File: src/rtl/tick_timer_pkg.sv
package tick_timer_pkg;

   localparam int unsigned REG_W      = 32;
   localparam int unsigned OFS_CTRL   = 'h10;
   localparam int unsigned OFS_RELOAD = 'h14;
   localparam int unsigned OFS_CUR    = 'h18;
   localparam int unsigned OFS_CAL    = 'h1C;
   localparam int unsigned FLAG_BIT   = 16;

   // bit 2 = clock source, bit 1 = interrupt enable, bit 0 = enable
   typedef struct packed {
      logic src;
      logic tint;
      logic en;
   } ctl_t;

   function automatic logic [REG_W-1:0] status_word(ctl_t c, logic flag);
      logic [REG_W-1:0] w;
      w           = '0;
      w[2:0]      = c;
      w[FLAG_BIT] = flag;
      return w;
   endfunction

endpackage

File: src/rtl/tick_ref_sel.sv
module tick_ref_sel #(
   parameter int STAGES = 0
) (
   input  logic clk,
   input  logic rst_n,
   input  logic ref_tick,
   output logic ref_lvl
);
   if (STAGES == 0) begin : g_direct
      assign ref_lvl = ref_tick;
   end else begin : g_sync
      logic [STAGES-1:0] sh_q;
      always_ff @(posedge clk) begin
         if (!rst_n) sh_q <= '0;
         else        sh_q <= {sh_q[STAGES-2+1-1 -: 0+STAGES-1 > 0 ? STAGES-1 : 1], ref_tick};
      end
      assign ref_lvl = sh_q[STAGES-1];
   end
endmodule

File: src/rtl/tick_timer_count.sv
module tick_timer_count #(
   parameter int CNT_W = 24
) (
   input  logic             clk,
   input  logic             rst_n,
   input  logic             load,
   input  logic             step,
   input  logic [CNT_W-1:0] reload,
   output logic [CNT_W-1:0] count,
   output logic             count_zero
);
   assign count_zero = (count == '0);

   always_ff @(posedge clk) begin
      if (!rst_n)    count <= '0;
      else if (load) count <= reload;
      else if (step) count <= count_zero ? reload : count - 1'b1;
   end
endmodule

File: src/rtl/tick_timer_regs.sv
module tick_timer_regs
   import tick_timer_pkg::*;
#(
   parameter int CNT_W  = 24,
   parameter int ADDR_W = 8
) (
   input  logic              clk,
   input  logic              rst_n,
   input  logic              bus_en,
   input  logic              bus_we,
   input  logic [ADDR_W-1:0] bus_addr,
   input  logic [REG_W-1:0]  bus_wdata,
   input  logic              ref_lvl,
   input  logic              count_zero,
   output ctl_t              ctl,
   output logic              flag,
   output logic [CNT_W-1:0]  reload,
   output logic              load,
   output logic              step,
   output logic              expire,
   output logic              irq
);
   logic wr_ctl, wr_rld, wr_cur, rd_ctl;
   ctl_t wctl;
   logic en_rise, src_flip;

   assign wr_ctl = bus_en &  bus_we & (bus_addr == ADDR_W'(OFS_CTRL));
   assign wr_rld = bus_en &  bus_we & (bus_addr == ADDR_W'(OFS_RELOAD));
   assign wr_cur = bus_en &  bus_we & (bus_addr == ADDR_W'(OFS_CUR));
   assign rd_ctl = bus_en & ~bus_we & (bus_addr == ADDR_W'(OFS_CTRL));
   assign wctl   = ctl_t'(bus_wdata[2:0]);

   assign en_rise  = wr_ctl & wctl.en & ~ctl.en;
   assign src_flip = wr_ctl & (wctl.en == ctl.en) & (wctl.src != ctl.src);

   // a write that touches the count owns that cycle; no tick is taken
   assign load   = wr_cur | (en_rise & count_zero) | src_flip;
   assign step   = ctl.en & (ctl.src | ref_lvl) & ~wr_ctl & ~wr_cur;
   assign expire = step & count_zero;

   always_ff @(posedge clk) begin
      if (!rst_n) begin
         ctl    <= '0;
         flag   <= 1'b0;
         reload <= '0;
         irq    <= 1'b0;
      end else begin
         irq <= expire & ctl.tint;
         if (wr_ctl)                         ctl    <= wctl;
         else if (expire && reload == '0)    ctl.en <= 1'b0;
         if (expire)                         flag   <= 1'b1;
         else if (rd_ctl || wr_cur)          flag   <= 1'b0;
         if (wr_rld)                         reload <= bus_wdata[CNT_W-1:0];
      end
   end
endmodule

File: src/rtl/tick_timer.sv
module tick_timer
   import tick_timer_pkg::*;
#(
   parameter int CNT_W           = 24,
   parameter int ADDR_W          = 8,
   parameter int CAL_VALUE       = 10000,
   parameter int REF_SYNC_STAGES = 0
) (
   input  logic              clk,
   input  logic              rst_n,
   input  logic              bus_en,
   input  logic              bus_we,
   input  logic [ADDR_W-1:0] bus_addr,
   input  logic [31:0]       bus_wdata,
   output logic [31:0]       bus_rdata,
   input  logic              ref_tick,
   output logic              irq
);
   if (CNT_W < 2 || CNT_W > 32) begin : g_bad_cnt
      $error("tick_timer: CNT_W must lie in 2..32");
   end
   if (ADDR_W < 5 || ADDR_W > 16) begin : g_bad_addr
      $error("tick_timer: ADDR_W must lie in 5..16");
   end
   if (CAL_VALUE < 0) begin : g_bad_cal
      $error("tick_timer: CAL_VALUE must be non-negative");
   end
   if (REF_SYNC_STAGES < 0 || REF_SYNC_STAGES > 3) begin : g_bad_sync
      $error("tick_timer: REF_SYNC_STAGES must lie in 0..3");
   end

   ctl_t             ctl_q;
   logic             flag_q;
   logic [CNT_W-1:0] reload_q;
   logic [CNT_W-1:0] count_q;
   logic             count_zero;
   logic             load_w, step_w, expire_w, ref_lvl;

   tick_ref_sel #(.STAGES(REF_SYNC_STAGES)) u_ref (
      .clk(clk), .rst_n(rst_n), .ref_tick(ref_tick), .ref_lvl(ref_lvl));

   tick_timer_regs #(.CNT_W(CNT_W), .ADDR_W(ADDR_W)) u_regs (
      .clk(clk), .rst_n(rst_n), .bus_en(bus_en), .bus_we(bus_we),
      .bus_addr(bus_addr), .bus_wdata(bus_wdata), .ref_lvl(ref_lvl),
      .count_zero(count_zero), .ctl(ctl_q), .flag(flag_q), .reload(reload_q),
      .load(load_w), .step(step_w), .expire(expire_w), .irq(irq));

   tick_timer_count #(.CNT_W(CNT_W)) u_cnt (
      .clk(clk), .rst_n(rst_n), .load(load_w), .step(step_w),
      .reload(reload_q), .count(count_q), .count_zero(count_zero));

   always_comb begin
      bus_rdata = '0;
      if (bus_en && !bus_we) begin
         case (bus_addr)
            ADDR_W'(OFS_CTRL):   bus_rdata = status_word(ctl_q, flag_q);
            ADDR_W'(OFS_RELOAD): bus_rdata = REG_W'(reload_q);
            ADDR_W'(OFS_CUR):    bus_rdata = ctl_q.en ? REG_W'(count_q) : '0;
            ADDR_W'(OFS_CAL):    bus_rdata = REG_W'(CAL_VALUE);
            default:             bus_rdata = '0;
         endcase
      end
   end
endmodule

File: config.mk
export PLATFORM = sky130hd
export DESIGN_NAME = tick_timer
export DESIGN_NICKNAME = d
export VERILOG_FILES = /design/src/rtl/tick_timer_pkg.sv /design/src/rtl/tick_ref_sel.sv /design/src/rtl/tick_timer_count.sv /design/src/rtl/tick_timer_regs.sv /design/src/rtl/tick_timer.sv
export SDC_FILE = /design/constraint.sdc
export NUM_CORES = 1
export LEC_CHECK = 0
export BUFFER_PORTS_ARGS = -buffer_cell sky130_fd_sc_hd__buf_2
export CAP_MARGIN = 40
export CORE_MARGIN = 4
export CORE_UTILIZATION = 54
export CTS_CLUSTER_SIZE = 14
export DETAILED_ROUTE_END_ITERATION = 16
export GPL_ROUTABILITY_DRIVEN = 0
export PLACE_DENSITY = 0.8
export SYNTH_ARGS = -nofsm -noshare
export SYNTH_HDL_FRONTEND = slang
export SYNTH_SLANG_ARGS = --single-unit
File: constraint.sdc
create_clock -name clk -period 2.9 [get_ports clk]
set_input_delay 0.29 -clock clk [delete_from_list [all_inputs] [get_ports clk]]
set_output_delay 0.29 -clock clk [all_outputs]
set_load 0.1 [all_outputs]
# Word-level counts from Yosys, hierarchy flattened
# Cells that the tools add are included.
# totals
inputBits	45
elab_cells	56
output_inout_bits	33
regBits	53
# classes
n_bitwise	23
reduce_logical	9
add_sub_neg	1
eq_ne	6
n_mux	10
# op_table
operator	count
2-to-1 mux 24 bit	5
one-hot mux 24 bit (4 select lines)	1
logical NOT 24 bit	2
== test 8 x 5 -> 1 bit, second input constant	4
subtractor 24 x 1 -> 24 bit, second input constant	1
AND 1 bit	16
nonzero test 2 bit	3
2-to-1 mux 1 bit	4
NOT 1 bit	4
OR 1 bit	3
logical AND 1 bit	2
== test 1 bit	1
logical NOT 1 bit	1
logical OR 1 bit	1
inequality test 1 bit	1

# Longest topological paths before layout
# Gate-level depths: netlist of the first run.
# logic_depth
depth_word	9
ltp_mapped	9

# Hierarchy
# From an unflattened synthesis of the first run, not the netlist that was laid out.
# hier_totals
cells_unflattened	462
hier_area_um2	3681.0
# by_module_without_submodules
module	area_per_inst_um2	instances	seq_area_each_um2	cells_each
tick_timer_count	1624.1	1	480.5	203
tick_timer_regs	1386.3	1	580.6	150
tick_timer	663.1	1	0.0	108
tick_ref_sel	7.5	1	0.0	1

# Worst setup path before layout of the first run
# OpenSTA, ideal clock, no wires.
# synth_path
path_type	input-to-output
from	in bus_addr[1]
to	out bus_rdata[0]
required_time_ps	2610
arrival_time_ps	3410
path_buffers	1
path_slack_ps	-800
stages	6
cell_sequence	nor4b_2 and2_1 nand2_1 or2_2 clkbuf_1 nor3_1
# synth_between
elab_chain_cells	3
word_cells_on_any_way	6
cone_classes	4 x eq/ne; 2 x mux
# synth_rtl
element	line_no	rtl
from (decl)	tick_timer.sv:13	input logic [ADDR_W-1:0] bus_addr,
== test 8 x 5 -> 1 bit	tick_timer.sv:55	case (bus_addr)
one-hot mux 24 bit (4 select lines) *	tick_timer.sv:55	
2-to-1 mux 24 bit *	tick_timer.sv:54	if (bus_en && !bus_we) begin
to (decl)	tick_timer.sv:15	output logic [31:0] bus_rdata,
# Every way passes the cells marked *; elsewhere a longest branch is shown, timed or not.

# Worst setup path after layout of the first run
# layout_path
from	reg u_cnt.count[8]
to	reg u_cnt.count[0]
# layout_between
elab_chain_cells	5
word_cells_on_any_way	8
cone_classes	3 x mux; 3 x bitwise; 2 x reduce/logical
# layout_rtl
element	line_no	rtl
from (decl)	tick_timer_count.sv:9	output logic [CNT_W-1:0] count,
from (signal assigned)	tick_timer_count.sv:16	else if (load) count <= reload;
from (signal assigned)	tick_timer_count.sv:17	else if (step) count <= count_zero ? reload : count - 1'b1;
logical NOT 24 bit *	tick_timer_count.sv:12	assign count_zero = (count == '0);
AND 1 bit	tick_timer_regs.sv:37	assign load = wr_cur | (en_rise & count_zero) | src_flip;
OR 1 bit (2 in a row)	tick_timer_regs.sv:37	
2-to-1 mux 24 bit / nonzero test 2 bit (equally long branches)	n/a	
# Every way passes the cells marked *; elsewhere a longest branch is shown, timed or not. The select of a mux whose other input is x is not followed.
# A chain may end at the register's enable or synchronous reset.

==> results.txt, run 1 <==
Status -> complete, no violations
RSZ-0062 raised after global routing -> false
Placed Instance Area -> 0.00406 sq mm
EDFF count, synth -> 0
Root buffer cell -> clkbuf_8
CTS tree -> yes
Crit Path Class -> flop to flop
ANT nets after route -> 0
Die area -> 0.00753 sq mm
# rows -> 28
Pre-CTS setup slack -> 0.380 ns
Slew Viols, Final -> 0
Minimum clock period after layout -> 2.67 ns
Worst slew pin tran -> 0.827 ns
Largest net degree at the start of global routing -> 32
Hold Path Class -> input pin to flop
Synthesis-to-layout area growth -> 25.3%
Layout cells sized above 1 -> 23.3%
Post-Syn Area per Cell -> 7.79 sq um
Footprint of the multi-input gates -> 0.00211 sq mm
WL final -> 10300 um
CP max FO -> 10
Drt pass-1 iters -> 6
Critical Path RT -> 3.15 ns
Hold Crit Depth -> 3
Final core occ -> 70.5%
Fillers -> 469
Total track usage -> 28.0%
Setup Buffers After CTS -> 0
Post-synth cell types -> 60
Hold_buf cts -> 0
Hold path startpoint -> bus_wdata[20]
Most used flip-flop cell after synthesis -> dfxtp_1
Layout Nets -> 526
Top-Level Pins -> 78
Seq/Total Area, Yosys -> 31.7%
Worst-Skew Late Latency -> 0.31 ns
Grt ovf -> 0
Avg WL per Cell -> 18.6 um
First-pass GRT wire length -> 17000 um
TritonCTS buffer count -> 5
Async S/R FF share, synth -> 0%
Leak pwr -> 1.81 nW
Worst EP arrival -> 2.92 ns
Htree depth -> 2
CP Launch Type -> flop
# setup viols final -> 0
Relative slew slack -> 44.7%
Chip Height -> 86.8 um
Reg2reg path depth -> 7
#FFs+latches synth -> 53
Bufs on Longest Clock Path -> 2
Final Cycle Share -> 92.2%
R2R Setup Slk -> 0.23 ns
Clock skew -> 0.00758 ns
Mapped cell area -> 0.00335 sq mm
F_max -> 374 MHz
# resized after CTS -> 0
Core area -> 0.00596 sq mm
Initial core utilization -> 56.2%
Fin Hold WS -> 0.203 ns
Max cap viols -> 0
RR Startpoint -> u_cnt.count[8]
Hold path endpoint -> u_regs.reload[20]
CP endpoint kind -> flop
Pwr Total -> 0.00143 W
Pwr Density -> 340 mW/mm^2
Synth Warn # -> 0
# port buffers -> 61
Initial DRC Count -> 495
Vias -> 3671
Worst-path clk slew -> 0.10 ns
Fin worst setup slack -> 0.227 ns
Vias in the first global route -> 3474
Ant diodes -> 0
Via/cell ratio -> 6.61
Post-DP HPWL -> 7210 um
Register area -> 0.00106 sq mm
Final Hold Vio Count -> 0
Cell area after layout -> 0.00420 sq mm
Antenna violations before repair -> 0
# clock sinks -> 53
Die width -> 86.8 um
Cell count after synthesis -> 430
R2r endpoint -> u_cnt.count[0]
DRC errors left -> 0
VDD IR max -> 290 uV
-- flip-flops by register name, indices dropped and copies added, names as in the netlist --
signal,cells
u_cnt.count,24
u_regs.ctl,3
u_regs.flag,1
u_regs.irq,1
u_regs.reload,24
-- cell families after synthesis --
group / Yosys count / synth area share (%)
simple gates: 190 / 30.4
mux: 30 / 9.08
compound gates: 106 / 20.4
buf+inv: 45 / 6.76
flops: 53 / 31.7
xor+xnor: 3 / 0.785
fa+ha+maj: 2 / 0.747
other cells: 1 / 0.112
-- worst max-delay path, cell delays in order, from the launching register on --
cell and delay, ns:
dfxtp_1 0.39, nor4_1 0.52, nand3b_1 0.34, nor3_2 0.33
a211oi_2 0.25, buf_6 0.21, or4_1 0.41, a31oi_1 0.16
-- area by class of cell --
cell class	instances	share of cell area [%]
Clock buffer	5	1.64
Clock inverter	3	1.55
Inverter	5	0.447
Multi-Input combinational cell	339	50.4
Sequential cell	53	25.3
Tap cell	75	2.24
Timing Repair Buffer	75	18.5
-- cells in the mapped netlist (3+ instances only) --
cell	number	area (sq um)
a32oi_1	4	35.0
nand2_1	31	116
nor2_1	65	244
dfxtp_1	53	1060
nand3_1	17	85.1
o22ai_1	11	68.8
nand4_1	3	18.8
buf_4	9	67.6
o211ai_1	5	37.5
mux2i_1	27	270
o2111ai_1	3	26.3
o21ai_0	8	40.0
nor3_1	15	75.1
and3_1	5	31.3
a22oi_1	23	173
mux2_2	3	33.8
buf_2	7	35.0
inv_1	5	18.8
and4_1	4	35.0
or3_1	4	25.0
nor4_1	12	75.1
or2_2	3	18.8
and2_1	3	18.8
clkbuf_1	22	82.6
a31oi_1	6	37.5
a21oi_1	35	175
-- stage by stage --
step           cells  setup TNS, ns
2_1_floorplan    437          -4.61
4_1_cts          555              0
3_5_place_dp     547              0
6_report         555              0
5_1_grt          555              0
3_3_place_gp     546              0
-- cell usage in the layout (no fill, tap or decap), types with 3 or more instances in the layout --
| cell | n |
|---|---|
| nand4_1 | 3 |
| inv_1 | 5 |
| clkbuf_8 | 5 |
| nand3_1 | 17 |
| o2111ai_1 | 3 |
| and4_1 | 4 |
| or2_2 | 3 |
| nand2_1 | 31 |
| conb_1 | 8 |
| a21oi_1 | 30 |
| buf_12 | 24 |
| mux2_2 | 3 |
| dfxtp_1 | 53 |
| nor4_1 | 12 |
| mux2i_1 | 27 |
| buf_4 | 13 |
| and2_1 | 3 |
| a22oi_1 | 23 |
| buf_2 | 37 |
| nor3_1 | 14 |
| a31oi_1 | 6 |
| o22ai_1 | 11 |
| o211ai_1 | 5 |
| a21oi_2 | 5 |
| o21ai_0 | 8 |
| nor3_2 | 3 |
| and3_1 | 5 |
| nor2_1 | 64 |
| a32oi_1 | 4 |
| or3_1 | 4 |
-- how the worst max path moves through the flow --
stage / from / end / cells after the start
global route: u_cnt.count[12] / u_cnt.count[0] / 7
floorplan: bus_addr[1] / bus_rdata[11] / 7
global placement: u_cnt.count[0] / u_cnt.count[22] / 7
CTS: u_cnt.count[16] / u_cnt.count[0] / 7
detailed placement: u_cnt.count[16] / u_cnt.count[0] / 7
finish: u_cnt.count[8] / u_cnt.count[0] / 7
-- metal layers --
layer	global-route usage (%)	wire length (um)	up-vias	part of all wire, %
met2	45.4	4800	244	46
li1	-	-	1674	-
met4	11.5	338	0	3.3
met3	5.13	1120	44	11
met1	36.7	4070	1709	39
met5	0	0	-	0
-- report_power, final --
group          internal, W  switching, W
logic            0.0000246     0.0000797
clock network     0.000343      0.000252
registers         0.000727   0.000000313
Note: power is estimated with default switching activity, not from simulation.
==> run 2: changes to the inputs <==
--- a/config.mk
+++ b/config.mk
@@ -5,14 +5,14 @@
 export SDC_FILE = /design/constraint.sdc
 export NUM_CORES = 1
 export LEC_CHECK = 0
+export ABC_AREA = 1
 export BUFFER_PORTS_ARGS = -buffer_cell sky130_fd_sc_hd__buf_2
 export CAP_MARGIN = 40
 export CORE_MARGIN = 4
-export CORE_UTILIZATION = 54
+export CORE_UTILIZATION = 30
 export CTS_CLUSTER_SIZE = 14
 export DETAILED_ROUTE_END_ITERATION = 16
 export GPL_ROUTABILITY_DRIVEN = 0
-export PLACE_DENSITY = 0.8
 export SYNTH_ARGS = -nofsm -noshare
 export SYNTH_HDL_FRONTEND = slang
 export SYNTH_SLANG_ARGS = --single-unit
==> results.txt, run 2 <==
Status -> complete, no violations (unchanged)
CTS tree -> yes (unchanged)
Core area -> 0.0121 sq mm (was 0.00596 sq mm)
Met3 usage -> 2.21% (was 5.13%)
Post-Syn Area per Cell -> 6.02 sq um (was 7.79 sq um)
F_max -> 420 MHz (was 374 MHz)
Cell count after synthesis -> 622 (was 430)
Worst-path clk slew -> 0.08 ns (was 0.10 ns)
Minimum clock period after layout -> 2.38 ns (was 2.67 ns)
Grt ovf -> 0 (unchanged)
Critical Path RT -> 2.61 ns (was 3.15 ns)
Worst EP arrival -> 2.09 ns (was 2.92 ns)
CP peak stage delay -> 0.42 ns (was 0.52 ns)
Crit-path cells -> buf_2 -> inv_1 -> nand2_1 -> nor2_4 -> nand2_2 -> nor2_8 -> nand2_1 -> o221ai_1 -> nand2_1 -> inv_1 -> buf_2 (was nor4_1 -> nand3b_1 -> nor3_2 -> a211oi_2 -> buf_6 -> or4_1 -> a31oi_1)
Post-DP HPWL -> 8760 um (was 7210 um)
Top delay family on crit path -> simple AND/OR/NAND/NOR gates (unchanged)
Hold Path Class -> input pin to flop (unchanged)
Die area -> 0.0143 sq mm (was 0.00753 sq mm)
WL final -> 11700 um (was 10300 um)
Final Hold Vio Count -> 0 (unchanged)
Layout Nets -> 717 (was 526)
Most common cell after layout, fill and taps aside -> nand2_1 (was nor2_1)
Final Cycle Share -> 82.1% (was 92.2%)
# port buffers -> 61 (unchanged)
# clock sinks -> 53 (unchanged)
EDFF count, synth -> 0 (unchanged)
Hold_buf cts -> 0 (unchanged)
Setup TNS -> 0 ns (unchanged)
Reg2reg path depth -> 8 (was 7)
RSZ-0062 raised after global routing -> false (unchanged)
Critical Path Most Common Cell -> nand2_1
Pwr Density -> 369 mW/mm^2 (was 340 mW/mm^2)
Setup Buffers After CTS -> 0 (unchanged)
Relative slew slack -> 44.1% (was 44.7%)
Worst-Skew Late Latency -> 0.30 ns (was 0.31 ns)
CP Launch Type -> input pin (was flop)
Mapped cell area -> 0.00374 sq mm (was 0.00335 sq mm)
ANT nets after route -> 0 (unchanged)
Synthesis-to-layout area growth -> 15.3% (was 25.3%)
Seq/Total Area, Yosys -> 28.4% (was 31.7%)
First-pass GRT wire length -> 19300 um (was 17000 um)
#FFs+latches synth -> 53 (unchanged)
# rows -> 40 (was 28)
Die width -> 120 um (was 86.8 um)
CP endpoint kind -> primary output (was flop)
Met1 Track Usage GR -> 23.1% (was 36.7%)
Placed Instance Area -> 0.00414 sq mm (was 0.00406 sq mm)
Ant diodes -> 0 (unchanged)
Root buffer cell -> clkbuf_16 (was clkbuf_8)
GRT busiest layer -> met2 (unchanged)
Commonest non-fill, non-tap cells in the layout -> 130 x nand2_1, 88 x inv_1, 68 x a21oi_1 (was 64 x nor2_1, 53 x dfxtp_1, 37 x buf_2)
Initial DRC Count -> 302 (was 495)
Layout cells sized above 1 -> 14.2% (was 23.3%)
Top post-synthesis cells by count -> 130 x nand2_1, 88 x inv_1, 68 x a21oi_1 (was 65 x nor2_1, 53 x dfxtp_1, 35 x a21oi_1)
Chip Height -> 120 um (was 86.8 um)
Synth top area cells -> dfxtp_1 28%, nand2_1 13%, a21oi_1 9.1% (was dfxtp_1 32%, mux2i_1 8.1%, nor2_1 7.3%)
Leak pwr -> 2.18 nW (was 1.81 nW)
Regs by FF count -> u_cnt.count x24, u_regs.reload x24, u_regs.ctl x3 (unchanged)
Avg WL per Cell -> 14.0 um (was 18.6 um)
CP bufs+invs -> 4 (was 1)
Hold Crit Depth -> 3 (unchanged)
Most used flip-flop cell after synthesis -> dfxtp_1 (unchanged)
Htree depth -> 2 (unchanged)
Antenna violations before repair -> 0 (unchanged)
# resized after CTS -> 0 (unchanged)
Final core occ -> 35.6% (was 70.5%)
Initial core utilization -> 30.9% (was 56.2%)
Post-synth cell types -> 32 (was 60)
Max cap viols -> 0 (unchanged)
Clock skew -> 0.00574 ns (was 0.00758 ns)
TritonCTS buffer count -> 5 (unchanged)
Slowest CP cell -> buf_2 (was nor4_1)
Vias in the first global route -> 3791 (was 3474)
Worst slew pin tran -> 0.837 ns (was 0.827 ns)
Most frequent cell after synthesis -> nand2_1 (was nor2_1)
Top cell type's share of synthesized area -> 28.4% (was 31.7%)
Total track usage -> 16.3% (was 28.0%)
Slew Viols, Final -> 0 (unchanged)
Synth area leader -> dfxtp_1 (unchanged)
# setup viols final -> 0 (unchanged)
Synth Warn # -> 0 (unchanged)
Top-Level Pins -> 78 (unchanged)
VDD IR max -> 289 uV (was 290 uV)
DRC errors left -> 0 (unchanged)
Worst path depth -> 11 (was 7)
CP max FO -> 19 (was 10)
Via/cell ratio -> 4.93 (was 6.61)
Crit Path Class -> input pin to primary output (was flop to flop)
Vias -> 4137 (was 3671)
Cell area after layout -> 0.00432 sq mm (was 0.00420 sq mm)
Fillers -> 1381 (was 469)
Bufs on Longest Clock Path -> 2 (unchanged)
Largest net degree at the start of global routing -> 48 (was 32)
Met2 usage -> 26.3% (was 45.4%)
Async S/R FF share, synth -> 0% (unchanged)
Drt pass-1 iters -> 5 (was 6)
==> run 2: layout make-up <==
type	count	area [sq um]	share of cell area, %
Clock buffer	5	125	2.90
Clock inverter	3	47.5	1.10
Inverter	90	338	7.83
Multi-Input combinational cell	452	2180	50.4
Sequential cell	53	1060	24.6
Tap cell	168	210	4.87
Timing Repair Buffer	68	358	8.29
==> run 2: worst register-to-register path, stage by stage (launching register included) <==
cell and delay, ns:
dfxtp_1 0.37, nor2_1 0.31, nand2_1 0.13, nor2_1 0.11, nand2_1 0.07, nor2_2 0.17, nand4_1 0.55, nand4_1 0.26
a21oi_1 0.09
==> run 2: final timing paths <==
kind / from / end / slack (ns)
setup / recovery: bus_addr[6] / bus_rdata[16] / 0.52
hold / removal: bus_wdata[10] / u_regs.reload[10] / 0.26
setup reg to reg: u_cnt.count[3] / u_cnt.count[7] / 0.69
hold reg to reg: u_regs.reload[8] / u_regs.reload[8] / 0.50
==> run 2: metrics by stage <==
stage                     instances  hold slack, ns  worst slack [ns]  total power [W]
after floorplan                 629           0.442          0.000305         0.000850
after global placement          831           0.480             0.544         0.000881
after detailed placement        831           0.486             0.546         0.000881
after CTS                       839           0.258             0.542          0.00160
after global routing            839           0.273             0.363          0.00163
final                           839           0.260             0.519          0.00159
==> run 2: cell families (layout without fill, tap and decap cells) <==
| family | after synthesis | after routing | synth area share (%) |
|---|---|---|---|
| compound gates | 115 | 115 | 15.8 |
| xor+xnor | 10 | 10 | 2.34 |
| fa+ha+maj | 2 | 2 | 0.669 |
| buf+inv | 124 | 166 | 14.2 |
| flops | 53 | 53 | 28.4 |
| other cells | 1 | 8 | 0.100 |
| simple gates | 317 | 317 | 38.5 |
==> run 2: power by group <==
| part | internal [W] | total, W | switching, W | leakage (nW) |
|---|---|---|---|---|
| clock network | 0.000415 | 0.000726 | 0.000311 | 0.0848 |
| logic | 0.0000341 | 0.000136 | 0.000102 | 1.67 |
| registers | 0.000727 | 0.000728 | 0.000000561 | 0.427 |
| total | 0.00118 | 0.00159 | 0.000414 | 2.18 |
==> run 2: metal layers <==
| metal | part of all wire, % | vias up |
|---|---|---|
| li1 | - | 2109 |
| met3 | 5.9 | 9 |
| met2 | 45 | 171 |
| met1 | 48 | 1848 |
| met4 | 0.96 | 0 |
| met5 | 0 | - |
==> run 3: changes to the inputs <==
==> constraint.sdc (replaced) <==
create_clock -name clk -period 2.05 [get_ports clk]
set_input_delay 0.205 -clock clk [delete_from_list [all_inputs] [get_ports clk]]
set_output_delay 0.205 -clock clk [all_outputs]
set_load 0.1 [all_outputs]
==> results.txt, run 3 (synthesis gave the netlist of run 2 again) <==
RR Startpoint -> u_cnt.count[20] (was u_cnt.count[3])
Sequential share of power -> 49.2% (was 45.8%)
Switching Fraction -> 26.6% (was 26.0%)
Die area -> 0.0143 sq mm (unchanged)
RSZ-0062 raised after global routing -> false (unchanged)
Via/cell ratio -> 4.81 (was 4.93)
Chip Height -> 120 um (unchanged)
Vias in the first global route -> 3926 (was 3791)
Hold path startpoint -> bus_wdata[4] (was bus_wdata[10])
Hold Path Class -> input pin to flop (unchanged)
Htree depth -> 2 (unchanged)
# setup viols final -> 0 (unchanged)
Status -> complete, no violations (unchanged)
# clock sinks -> 53 (unchanged)
Post-DP HPWL -> 9440 um (was 8760 um)
Clock skew -> 0.00457 ns (was 0.00574 ns)
Crit Path Class -> flop to flop (was input pin to primary output)
# rows -> 40 (unchanged)
F_max -> 539 MHz
Reg2reg path depth -> 11 (was 8)
CTS tree -> yes (unchanged)
Final Hold Vio Count -> 0 (unchanged)
Root buffer cell -> clkbuf_16 (unchanged)
Slew Viols, Final -> 0 (unchanged)
Worst-Skew Late Latency -> 0.30 ns (about the same)
DP Cell Count -> 857 (was 831)
Hold Crit Depth -> 3 (unchanged)
Avg WL per Cell -> 13.9 um (was 14.0 um)
Max cap viols -> 0 (unchanged)
Hold_buf cts -> 0 (unchanged)
DRC errors left -> 0 (unchanged)
Minimum clock period after layout -> 1.86 ns
Worst-path clk slew -> 0.07 ns (was 0.08 ns)
ANT nets after route -> 0 (unchanged)
Layout cells sized above 1 -> 19.8% (was 14.2%)
Top-Level Pins -> 78 (unchanged)
Antenna violations before repair -> 0 (unchanged)
Fillers -> 1348 (was 1381)
Worst EP arrival -> 2.03 ns (was 2.09 ns)
Fin worst setup slack -> 0.193 ns (was 0.519 ns)
Worst path depth -> 11 (unchanged)
Design internal power -> 0.00154 W (was 0.00118 W)
Sw Pwr -> 0.000558 W (was 0.000414 W)
Initial DRC Count -> 274 (was 302)
Leak pwr -> 2.36 nW (was 2.18 nW)
Clock power frac -> 41.3% (was 45.7%)
Layout Nets -> 743 (was 717)
Vias -> 4162 (was 4137)
Total track usage -> 17.2% (was 16.3%)
Die width -> 120 um (unchanged)
Cell Count, Final, Fillers Out -> 865 (was 839)
CP endpoint kind -> flop (was primary output)
Combinational power share -> 9.5% (was 8.6%)
Final Cycle Share -> 90.6%
WL final -> 12000 um (was 11700 um)
Largest net degree at the start of global routing -> 48 (unchanged)
Initial core utilization -> 30.9% (unchanged)
CP bufs+invs -> 3 (was 4)
Core area -> 0.0121 sq mm (unchanged)
TritonCTS buffer count -> 5 (unchanged)
First-pass GRT wire length -> 20100 um (was 19300 um)
Most common cell after layout, fill and taps aside -> nand2_1 (unchanged)
Regs by FF count -> u_cnt.count x24, u_regs.reload x24, u_regs.ctl x3 (unchanged)
Bufs on Longest Clock Path -> 2 (unchanged)
CP Launch Point -> u_cnt.count[20] (was bus_addr[6])
CP peak stage delay -> 0.36 ns (was 0.42 ns)
Ant diodes -> 0 (unchanged)
Pwr Density -> 418 mW/mm^2 (was 369 mW/mm^2)
Commonest non-fill, non-tap cells in the layout -> 130 x nand2_1, 88 x inv_1, 67 x nand3_1 (was 130 x nand2_1, 88 x inv_1, 68 x a21oi_1)
VDD IR max -> 296 uV (was 289 uV)
Top delay family on crit path -> simple AND/OR/NAND/NOR gates (unchanged)
CP max FO -> 14 (was 19)
CP Launch Type -> flop (was input pin)
# port buffers -> 61 (unchanged)
Pre-CTS setup slack -> 0.149 ns (was 0.546 ns)
Synthesis-to-layout area growth -> 33.9% (was 15.3%)
Critical Path RT -> 2.22 ns (was 2.61 ns)
Crit-path cells -> nor2_1 -> inv_1 -> nor2_2 -> nand2_1 -> nor2_2 -> inv_1 -> nand3_2 -> buf_12 -> nand2_1 -> nand3_1 -> a21oi_1 (was buf_2 -> inv_1 -> nand2_1 -> nor2_4 -> nand2_2 -> nor2_8 -> nand2_1 -> o221ai_1 -> nand2_1 -> inv_1 -> buf_2)
Grt ovf -> 0 (unchanged)
Slowest CP cell -> dfxtp_1 (was buf_2)
Drt pass-1 iters -> 5 (unchanged)
[run 3: worst paths after layout]
path              slack, ns                to
setup / recovery       0.19    u_cnt.count[5]
hold / removal         0.18  u_regs.reload[4]
setup reg to reg       0.19    u_cnt.count[5]
hold reg to reg        0.50       u_regs.flag
[run 3: routing by layer]
| metal | track usage [%] | vias to the layer above | wire (um) |
|---|---|---|---|
| met5 | 0 | - | 0 |
| met4 | 3.72 | 0 | 125 |
| met3 | 2.73 | 9 | 773 |
| met2 | 26.6 | 138 | 5240 |
| met1 | 25.0 | 1857 | 5900 |
| li1 | - | 2158 | - |
[run 3: cell type report]
class / instances / area (sq um) / share of cell area (%)
Multi-Input combinational cell: 452 / 2320 / 46.2
Sequential cell: 53 / 1060 / 21.2
Clock inverter: 2 / 15.0 / 0.300
Timing Repair Buffer: 94 / 942 / 18.8
Inverter: 90 / 338 / 6.74
Clock buffer: 6 / 129 / 2.57
Tap cell: 168 / 210 / 4.19
[run 3: worst register-to-register path, stage by stage, from the launching register on]
cell     delay, ns
dfxtp_1       0.36
nor2_1        0.28
inv_1         0.09
nor2_2        0.15
nand2_1       0.09
nor2_2        0.18
inv_1         0.09
nand3_2       0.10
buf_12        0.14
nand2_1       0.08
nand3_1       0.10
a21oi_1       0.07
[run 3: per-stage QoR]
step	cell area [sq um]	util, %	setup TNS [ns]	hold slack, ns	total power, W
floorplan	3900	-	-0.954	0.371	0.00120
global placement	4860	40.1	0	0.471	0.00125
detailed placement	4860	40.1	0	0.480	0.00125
CTS	5000	41.3	0	0.179	0.00210
global route	5010	41.4	0	0.203	0.00217
finish	5010	41.4	0	0.178	0.00209
[run 3: timing repair]
action                                  4_1_cts  5_1_grt
buffers inserted                              0        0
gates resized for setup                       0        3
endpoints found under the setup margin        0       15
[run 3: power by group through the flow]
stage	Sequential, W	Clock [W]	Combinational [W]
6_report	0.00103	0.000865	0.000200
5_1_grt	0.00103	0.000921	0.000221
4_1_cts	0.00103	0.000875	0.000198
3_5_place_dp	0.00105	0	0.000198
3_3_place_gp	0.00105	0	0.000198
2_1_floorplan	0.00105	0	0.000148
